<file path="src/rtl/spn16_pkg.sv">
package spn16_pkg;

   localparam int NIB_W   = 4;
   localparam int NUM_BOX = 4;

   // Four distinct 4x4 substitution tables, box 0 serves the top nibble.
   function automatic logic [3:0] sbox_lookup(input int box, input logic [3:0] v);
      logic [3:0] r;
      r = 4'h0;
      case (box)
         0: case (v)
               4'h0: r = 4'h6;  4'h1: r = 4'h5;  4'h2: r = 4'hC;  4'h3: r = 4'hA;
               4'h4: r = 4'h1;  4'h5: r = 4'hE;  4'h6: r = 4'h7;  4'h7: r = 4'h9;
               4'h8: r = 4'hB;  4'h9: r = 4'h0;  4'hA: r = 4'h3;  4'hB: r = 4'hD;
               4'hC: r = 4'h8;  4'hD: r = 4'hF;  4'hE: r = 4'h4;  default: r = 4'h2;
            endcase
         1: case (v)
               4'h0: r = 4'h7;  4'h1: r = 4'hC;  4'h2: r = 4'hE;  4'h3: r = 4'h9;
               4'h4: r = 4'h2;  4'h5: r = 4'h1;  4'h6: r = 4'h5;  4'h7: r = 4'hF;
               4'h8: r = 4'hB;  4'h9: r = 4'h6;  4'hA: r = 4'hD;  4'hB: r = 4'h0;
               4'hC: r = 4'h4;  4'hD: r = 4'h8;  4'hE: r = 4'hA;  default: r = 4'h3;
            endcase
         2: case (v)
               4'h0: r = 4'h4;  4'h1: r = 4'hA;  4'h2: r = 4'h1;  4'h3: r = 4'h6;
               4'h4: r = 4'h8;  4'h5: r = 4'hF;  4'h6: r = 4'h7;  4'h7: r = 4'hC;
               4'h8: r = 4'h3;  4'h9: r = 4'h0;  4'hA: r = 4'hE;  4'hB: r = 4'hD;
               4'hC: r = 4'h5;  4'hD: r = 4'h9;  4'hE: r = 4'hB;  default: r = 4'h2;
            endcase
         default: case (v)
               4'h0: r = 4'hF;  4'h1: r = 4'h4;  4'h2: r = 4'h5;  4'h3: r = 4'h8;
               4'h4: r = 4'h9;  4'h5: r = 4'h7;  4'h6: r = 4'h2;  4'h7: r = 4'h1;
               4'h8: r = 4'hA;  4'h9: r = 4'h3;  4'hA: r = 4'h0;  4'hB: r = 4'hE;
               4'hC: r = 4'h6;  4'hD: r = 4'hC;  4'hE: r = 4'hD;  default: r = 4'hB;
            endcase
      endcase
      return r;
   endfunction

   // Elaboration-time check that a table is a permutation of 0..15.
   function automatic bit sbox_is_bijective(input int box);
      logic [15:0] seen;
      seen = '0;
      for (int v = 0; v < 16; v++) begin
         seen[sbox_lookup(box, 4'(v))] = 1'b1;
      end
      return &seen;
   endfunction

endpackage

</file>
<file path="src/rtl/spn16_key_split.sv">
module spn16_key_split #(
   parameter int BLK_W = 16,
   parameter int KEY_W = 64,
   parameter int N_RND = 4
) (
   input  logic [KEY_W-1:0]            key_i,
   output logic [N_RND-1:0][BLK_W-1:0] rk_o,
   output logic [BLK_W-1:0]            pre_o,
   output logic [BLK_W-1:0]            post_o
);

   if (KEY_W != N_RND * BLK_W) begin : g_bad_key
      $error("spn16_key_split: KEY_W must equal N_RND*BLK_W");
   end
   if ((N_RND % 2) != 0) begin : g_bad_rnd
      $error("spn16_key_split: N_RND must be even");
   end

   // First round key sits in the most significant slice.
   for (genvar r = 0; r < N_RND; r++) begin : g_slice
      assign rk_o[r] = key_i[KEY_W-1-r*BLK_W -: BLK_W];
   end

   // Pre-key folds the odd-numbered round keys, post-key the even-numbered.
   always_comb begin
      pre_o  = '0;
      post_o = '0;
      for (int r = 0; r < N_RND; r++) begin
         if ((r % 2) == 0) pre_o  = pre_o  ^ rk_o[r];
         else              post_o = post_o ^ rk_o[r];
      end
   end

endmodule

</file>
<file path="src/rtl/spn16_sub_layer.sv">
module spn16_sub_layer
   import spn16_pkg::*;
#(
   parameter int BLK_W = 16
) (
   input  logic [BLK_W-1:0] x_i,
   output logic [BLK_W-1:0] y_o
);

   localparam int N_NIB = BLK_W / NIB_W;

   if (BLK_W != NIB_W * NUM_BOX) begin : g_bad_w
      $error("spn16_sub_layer: BLK_W must be one nibble per S-box");
   end

   for (genvar n = 0; n < N_NIB; n++) begin : g_nib
      localparam int LO = BLK_W - NIB_W * (n + 1);
      if (!sbox_is_bijective(n)) begin : g_not_perm
         $error("spn16_sub_layer: S-box table is not a permutation");
      end
      assign y_o[LO +: NIB_W] = sbox_lookup(n, x_i[LO +: NIB_W]);
   end

endmodule

</file>
<file path="src/rtl/spn16_lin_layer.sv">
module spn16_lin_layer #(
   parameter int BLK_W = 16,
   parameter int ROT_A = 6,
   parameter int ROT_B = 10
) (
   input  logic [BLK_W-1:0] x_i,
   output logic [BLK_W-1:0] y_o
);

   if (ROT_A <= 0 || ROT_A >= BLK_W || ROT_B <= 0 || ROT_B >= BLK_W) begin : g_bad_rot
      $error("spn16_lin_layer: rotation amounts must lie in 1..BLK_W-1");
   end
   if (ROT_A == ROT_B) begin : g_same_rot
      $error("spn16_lin_layer: rotation amounts must differ");
   end

   logic [BLK_W-1:0] rot_a;
   logic [BLK_W-1:0] rot_b;

   assign rot_a = {x_i[BLK_W-1-ROT_A:0], x_i[BLK_W-1:BLK_W-ROT_A]};
   assign rot_b = {x_i[BLK_W-1-ROT_B:0], x_i[BLK_W-1:BLK_W-ROT_B]};
   assign y_o   = x_i ^ rot_a ^ rot_b;

endmodule

</file>
<file path="src/rtl/spn16_round.sv">
module spn16_round #(
   parameter int BLK_W = 16,
   parameter int ROT_A = 6,
   parameter int ROT_B = 10,
   parameter bit FINAL = 1'b0
) (
   input  logic [BLK_W-1:0] x_i,
   input  logic [BLK_W-1:0] pre_key_i,
   input  logic [BLK_W-1:0] post_key_i,
   output logic [BLK_W-1:0] sub_o,
   output logic [BLK_W-1:0] y_o
);

   logic [BLK_W-1:0] mixed;

   assign mixed = x_i ^ pre_key_i;

   spn16_sub_layer #(.BLK_W(BLK_W)) u_sub (
      .x_i (mixed),
      .y_o (sub_o)
   );

   if (FINAL) begin : g_closing
      assign y_o = sub_o ^ post_key_i;
   end else begin : g_regular
      logic [BLK_W-1:0] lin_w;
      spn16_lin_layer #(.BLK_W(BLK_W), .ROT_A(ROT_A), .ROT_B(ROT_B)) u_lin (
         .x_i (sub_o),
         .y_o (lin_w)
      );
      assign y_o = lin_w ^ post_key_i;
   end

endmodule

</file>
<file path="src/rtl/spn16_unrolled.sv">
module spn16_unrolled #(
   parameter int BLK_W = 16,
   parameter int KEY_W = 64,
   parameter int N_RND = 4,
   parameter int ROT_A = 6,
   parameter int ROT_B = 10
) (
   input  logic             clk,
   input  logic             rst,
   input  logic             ld_en,
   input  logic [BLK_W-1:0] blk_i,
   input  logic [KEY_W-1:0] key_i,
   output logic [BLK_W-1:0] blk_o
);

   localparam int N_STAGE = N_RND + 1;

   if (N_RND < 1) begin : g_bad_rnd
      $error("spn16_unrolled: at least one regular round is needed");
   end

   logic [N_RND-1:0][BLK_W-1:0] rk;
   logic [BLK_W-1:0]            k_pre;
   logic [BLK_W-1:0]            k_post;
   logic [BLK_W-1:0]            stage [0:N_STAGE];
   logic [BLK_W-1:0]            sub_w [0:N_STAGE-1];
   logic [BLK_W-1:0]            ct_q;

   spn16_key_split #(.BLK_W(BLK_W), .KEY_W(KEY_W), .N_RND(N_RND)) u_keys (
      .key_i  (key_i),
      .rk_o   (rk),
      .pre_o  (k_pre),
      .post_o (k_post)
   );

   assign stage[0] = blk_i;

   for (genvar r = 0; r < N_STAGE; r++) begin : g_rnd
      if (r < N_RND) begin : g_reg
         spn16_round #(.BLK_W(BLK_W), .ROT_A(ROT_A), .ROT_B(ROT_B), .FINAL(1'b0)) u_round (
            .x_i        (stage[r]),
            .pre_key_i  (rk[r]),
            .post_key_i ({BLK_W{1'b0}}),
            .sub_o      (sub_w[r]),
            .y_o        (stage[r+1])
         );

         AST_LIN_PARITY: assert property (@(posedge clk) disable iff (rst)
            (^stage[r+1]) == (^sub_w[r]));
      end else begin : g_fin
         spn16_round #(.BLK_W(BLK_W), .ROT_A(ROT_A), .ROT_B(ROT_B), .FINAL(1'b1)) u_round (
            .x_i        (stage[r]),
            .pre_key_i  (k_pre),
            .post_key_i (k_post),
            .sub_o      (sub_w[r]),
            .y_o        (stage[r+1])
         );
      end
   end

   always_ff @(posedge clk) begin
      if (rst)        ct_q <= '0;
      else if (ld_en) ct_q <= stage[N_STAGE];
   end

   assign blk_o = ct_q;

   AST_RESET_CLEARS: assert property (@(posedge clk)
      rst |=> (blk_o == '0));

   AST_HOLD_IDLE: assert property (@(posedge clk) disable iff (rst)
      !ld_en |=> $stable(blk_o));

   AST_LOAD_CAPTURE: assert property (@(posedge clk) disable iff (rst)
      ld_en |=> (blk_o == $past(stage[N_STAGE])));

endmodule

</file>
<file path="config.mk">
export PLATFORM = sky130hd
export DESIGN_NAME = spn16_unrolled
export DESIGN_NICKNAME = d
export VERILOG_FILES = /design/src/rtl/spn16_pkg.sv /design/src/rtl/spn16_key_split.sv /design/src/rtl/spn16_sub_layer.sv /design/src/rtl/spn16_lin_layer.sv /design/src/rtl/spn16_round.sv /design/src/rtl/spn16_unrolled.sv
export SDC_FILE = /design/constraint.sdc
export NUM_CORES = 1
export LEC_CHECK = 0
export ABC_AREA = 1
export BUFFER_PORTS_ARGS = -buffer_cell sky130_fd_sc_hd__buf_2
export CAP_MARGIN = 20
export CORE_ASPECT_RATIO = 0.8
export CORE_MARGIN = 1.5
export CORE_UTILIZATION = 40
export CTS_CLUSTER_SIZE = 20
export DETAILED_ROUTE_END_ITERATION = 16
export GPL_TIMING_DRIVEN = 0
export PLACE_DENSITY = 0.66
export SLEW_MARGIN = 20
export SYNTH_ARGS = -nofsm -noshare
export SYNTH_HDL_FRONTEND = slang
export SYNTH_SLANG_ARGS = --single-unit
</file>
<file path="constraint.sdc">
create_clock -name clk -period 7.4 [get_ports clk]
set_clock_uncertainty 0.1 [all_clocks]
set_input_delay 0.37 -clock clk [delete_from_list [all_inputs] [get_ports clk]]
set_output_delay 0.37 -clock clk [all_outputs]
set_load 0.005 [all_outputs]
</file>
==> metrics.txt <==
status=finished clean; hold path cells=4; Hold Crit Start=rst; nets=2109; first-pass detailed-route iteration total=5; Final ANT Viol Nets=0; hpwl dp=26900 um; Worst Path Max Fanout=6; total gr overflow=0; Mapped Cells=1837; Iter 0 DRT Violations=995; pre-CTS WS=0.200 ns; Crit path required time=7.44 ns; most common cell after layout, fill and taps aside=nand2_1; Die W=173 um; max_cap viols=0; clock transition at the registers of the reported paths=0.04 ns; H-tree Lvls=1; core footprint=0.0226 sq mm; depth of the most critical reg-to-reg path=2; Worst Max-Slew Pin Slew=0.612 ns; Vias=11300; average cell area after synthesis=5.05 sq um; gp weighted congestion=0.990; CTS Sinks=16; Total Die Area=0.0241 sq mm; startpoint types=input pin; commonest non-fill, non-tap cells in the layout=nand2_1 (892), nand3_1 (290), inv_1 (214); drt total wl=30800 um; Max-slew headroom=58.9%; first-pass GRT wire length=48000 um; row cnt=49; TritonCTS Buffers=3; worst setup margin=0.696 ns; Hold Crit Class=input pin to flop; post-synth cell types=32; largest net degree at the start of global routing=11; fmax=149 MHz; CP endpoint kind=flop; Root Driver=clkbuf_16; YS warnings=0; synthesized area=0.00929 sq mm; final hold vios=0; Hold Path Sink=blk_o[14]; CP Class=input pin to flop; Tcrit/Tclk final=90.6%; reg2reg start=blk_o[10]; vias in the first global route=9438; ANT cells=0; Die H=139 um; Slew Limit Fails=0; IO Pins=99; Tmin final=6.70 ns; CTS tree=built; initial core utilization=41.0%; critical path's slowest cell=ha_1; reg2reg setup slack=6.61 ns; #FFs+latches synth=16; Seq/Total Area, Yosys=3.45%; crit path from=key_i[53]; Final setup viols=0; Tot GR Track Use=24.8%; slowest stage delay, CP=0.33 ns; Top delay family on crit path=simple AND/OR/NAND/NOR gates; drt drc=0; max FFs per register=16; vias per cell=5.02; CP arrival=6.74 ns; reg2reg end=blk_o[10]; share of layout cells above drive strength 1=14.7%; clk_lat worst skew=0.24 ns; port buffer count=98; Setup Total Neg Slack=0 ns; clock tree buffer depth=2; CP bufs+invs=10; mean routed wirelength per cell=13.7 um; Syn Nets=2006; initial antenna violation count=0; Syn-to-layout area delta=11.0%; CP dominant cell by count=nand2_1
-- cell usage after synthesis (all sizes together) --
cell      n  area share, %
clkbuf    3           0.12
dfxtp    16            3.4
xnor2    22            2.5
nand3b   32            2.6
xor2     32            3.3
nor2     42            2.0
nand2   992             43
nand3   316             19
or2       5           0.34
a21oi    16           0.90
ha       86             12
buf       2           0.18
o21ai    16           0.90
nand4     5           0.34
inv     252             10
-- cell type report --
cell class	instances	area, sq um
Fill cell	2514	12300
Multi-Input combinational cell	1564	8060
Inverter	252	948
Timing Repair Buffer	98	490
Tap cell	306	383
Sequential cell	16	320
Clock buffer	3	75.1
Buffer	5	27.5
-- per-layer routing --
layer / global-route usage (%) / up-vias / share of wire, %
met3: 3.83 / 25 / 9.2
met1: 38.2 / 4937 / 51
met5: 0 / - / 0
met4: 5.58 / 0 / 2.1
met2: 35.3 / 390 / 38
li1: - / 5903 / -
-- worst max path at each step --
stage	endpoint	slack [ns]	cells past startpoint
after floorplan	blk_o[1]	1.59	50
after global placement	blk_o[13]	0.37	56
after detailed placement	blk_o[13]	0.20	56
after CTS	blk_o[13]	0.42	56
after global routing	blk_o[1]	-0.02	53
final	blk_o[3]	0.70	52
-- tightest hold or removal path, stage by stage --
cell and delay, ns:
buf_2 0.08, inv_1 0.08, o21ai_0 0.08, nor2_1 0.05
-- stage by stage --
step	utilization, %	hold WS, ns	cells	area [sq um]
after global placement	44.9	0.386	2241	10200
after global routing	45.5	0.387	2244	10300
after detailed placement	44.9	0.397	2241	10200
after floorplan	-	0.403	1837	9290
after CTS	45.2	0.365	2244	10200
final	45.5	0.364	2244	10300
-- cell families after synthesis --
logic type                 Yosys count  synth area share, %
xor gates and xnor gates            54                 5.78
and+or+nand+nor                   1392                 66.9
adders and majority gates           86                 11.6
AOI/OAI and AO/OA                   32                 1.81
DFF                                 16                 3.45
buffers and inverters              257                 10.5
-- what timing repair did --
action,in CTS,in global routing
setup endpoints to repair,0,11
hold buffers,0,0
resized for setup,0,16
setup buffers,0,0
Power is left out: the tool's default activity adds up to more than one toggle a clock period on the data nets, which glitch-free logic cannot reach.
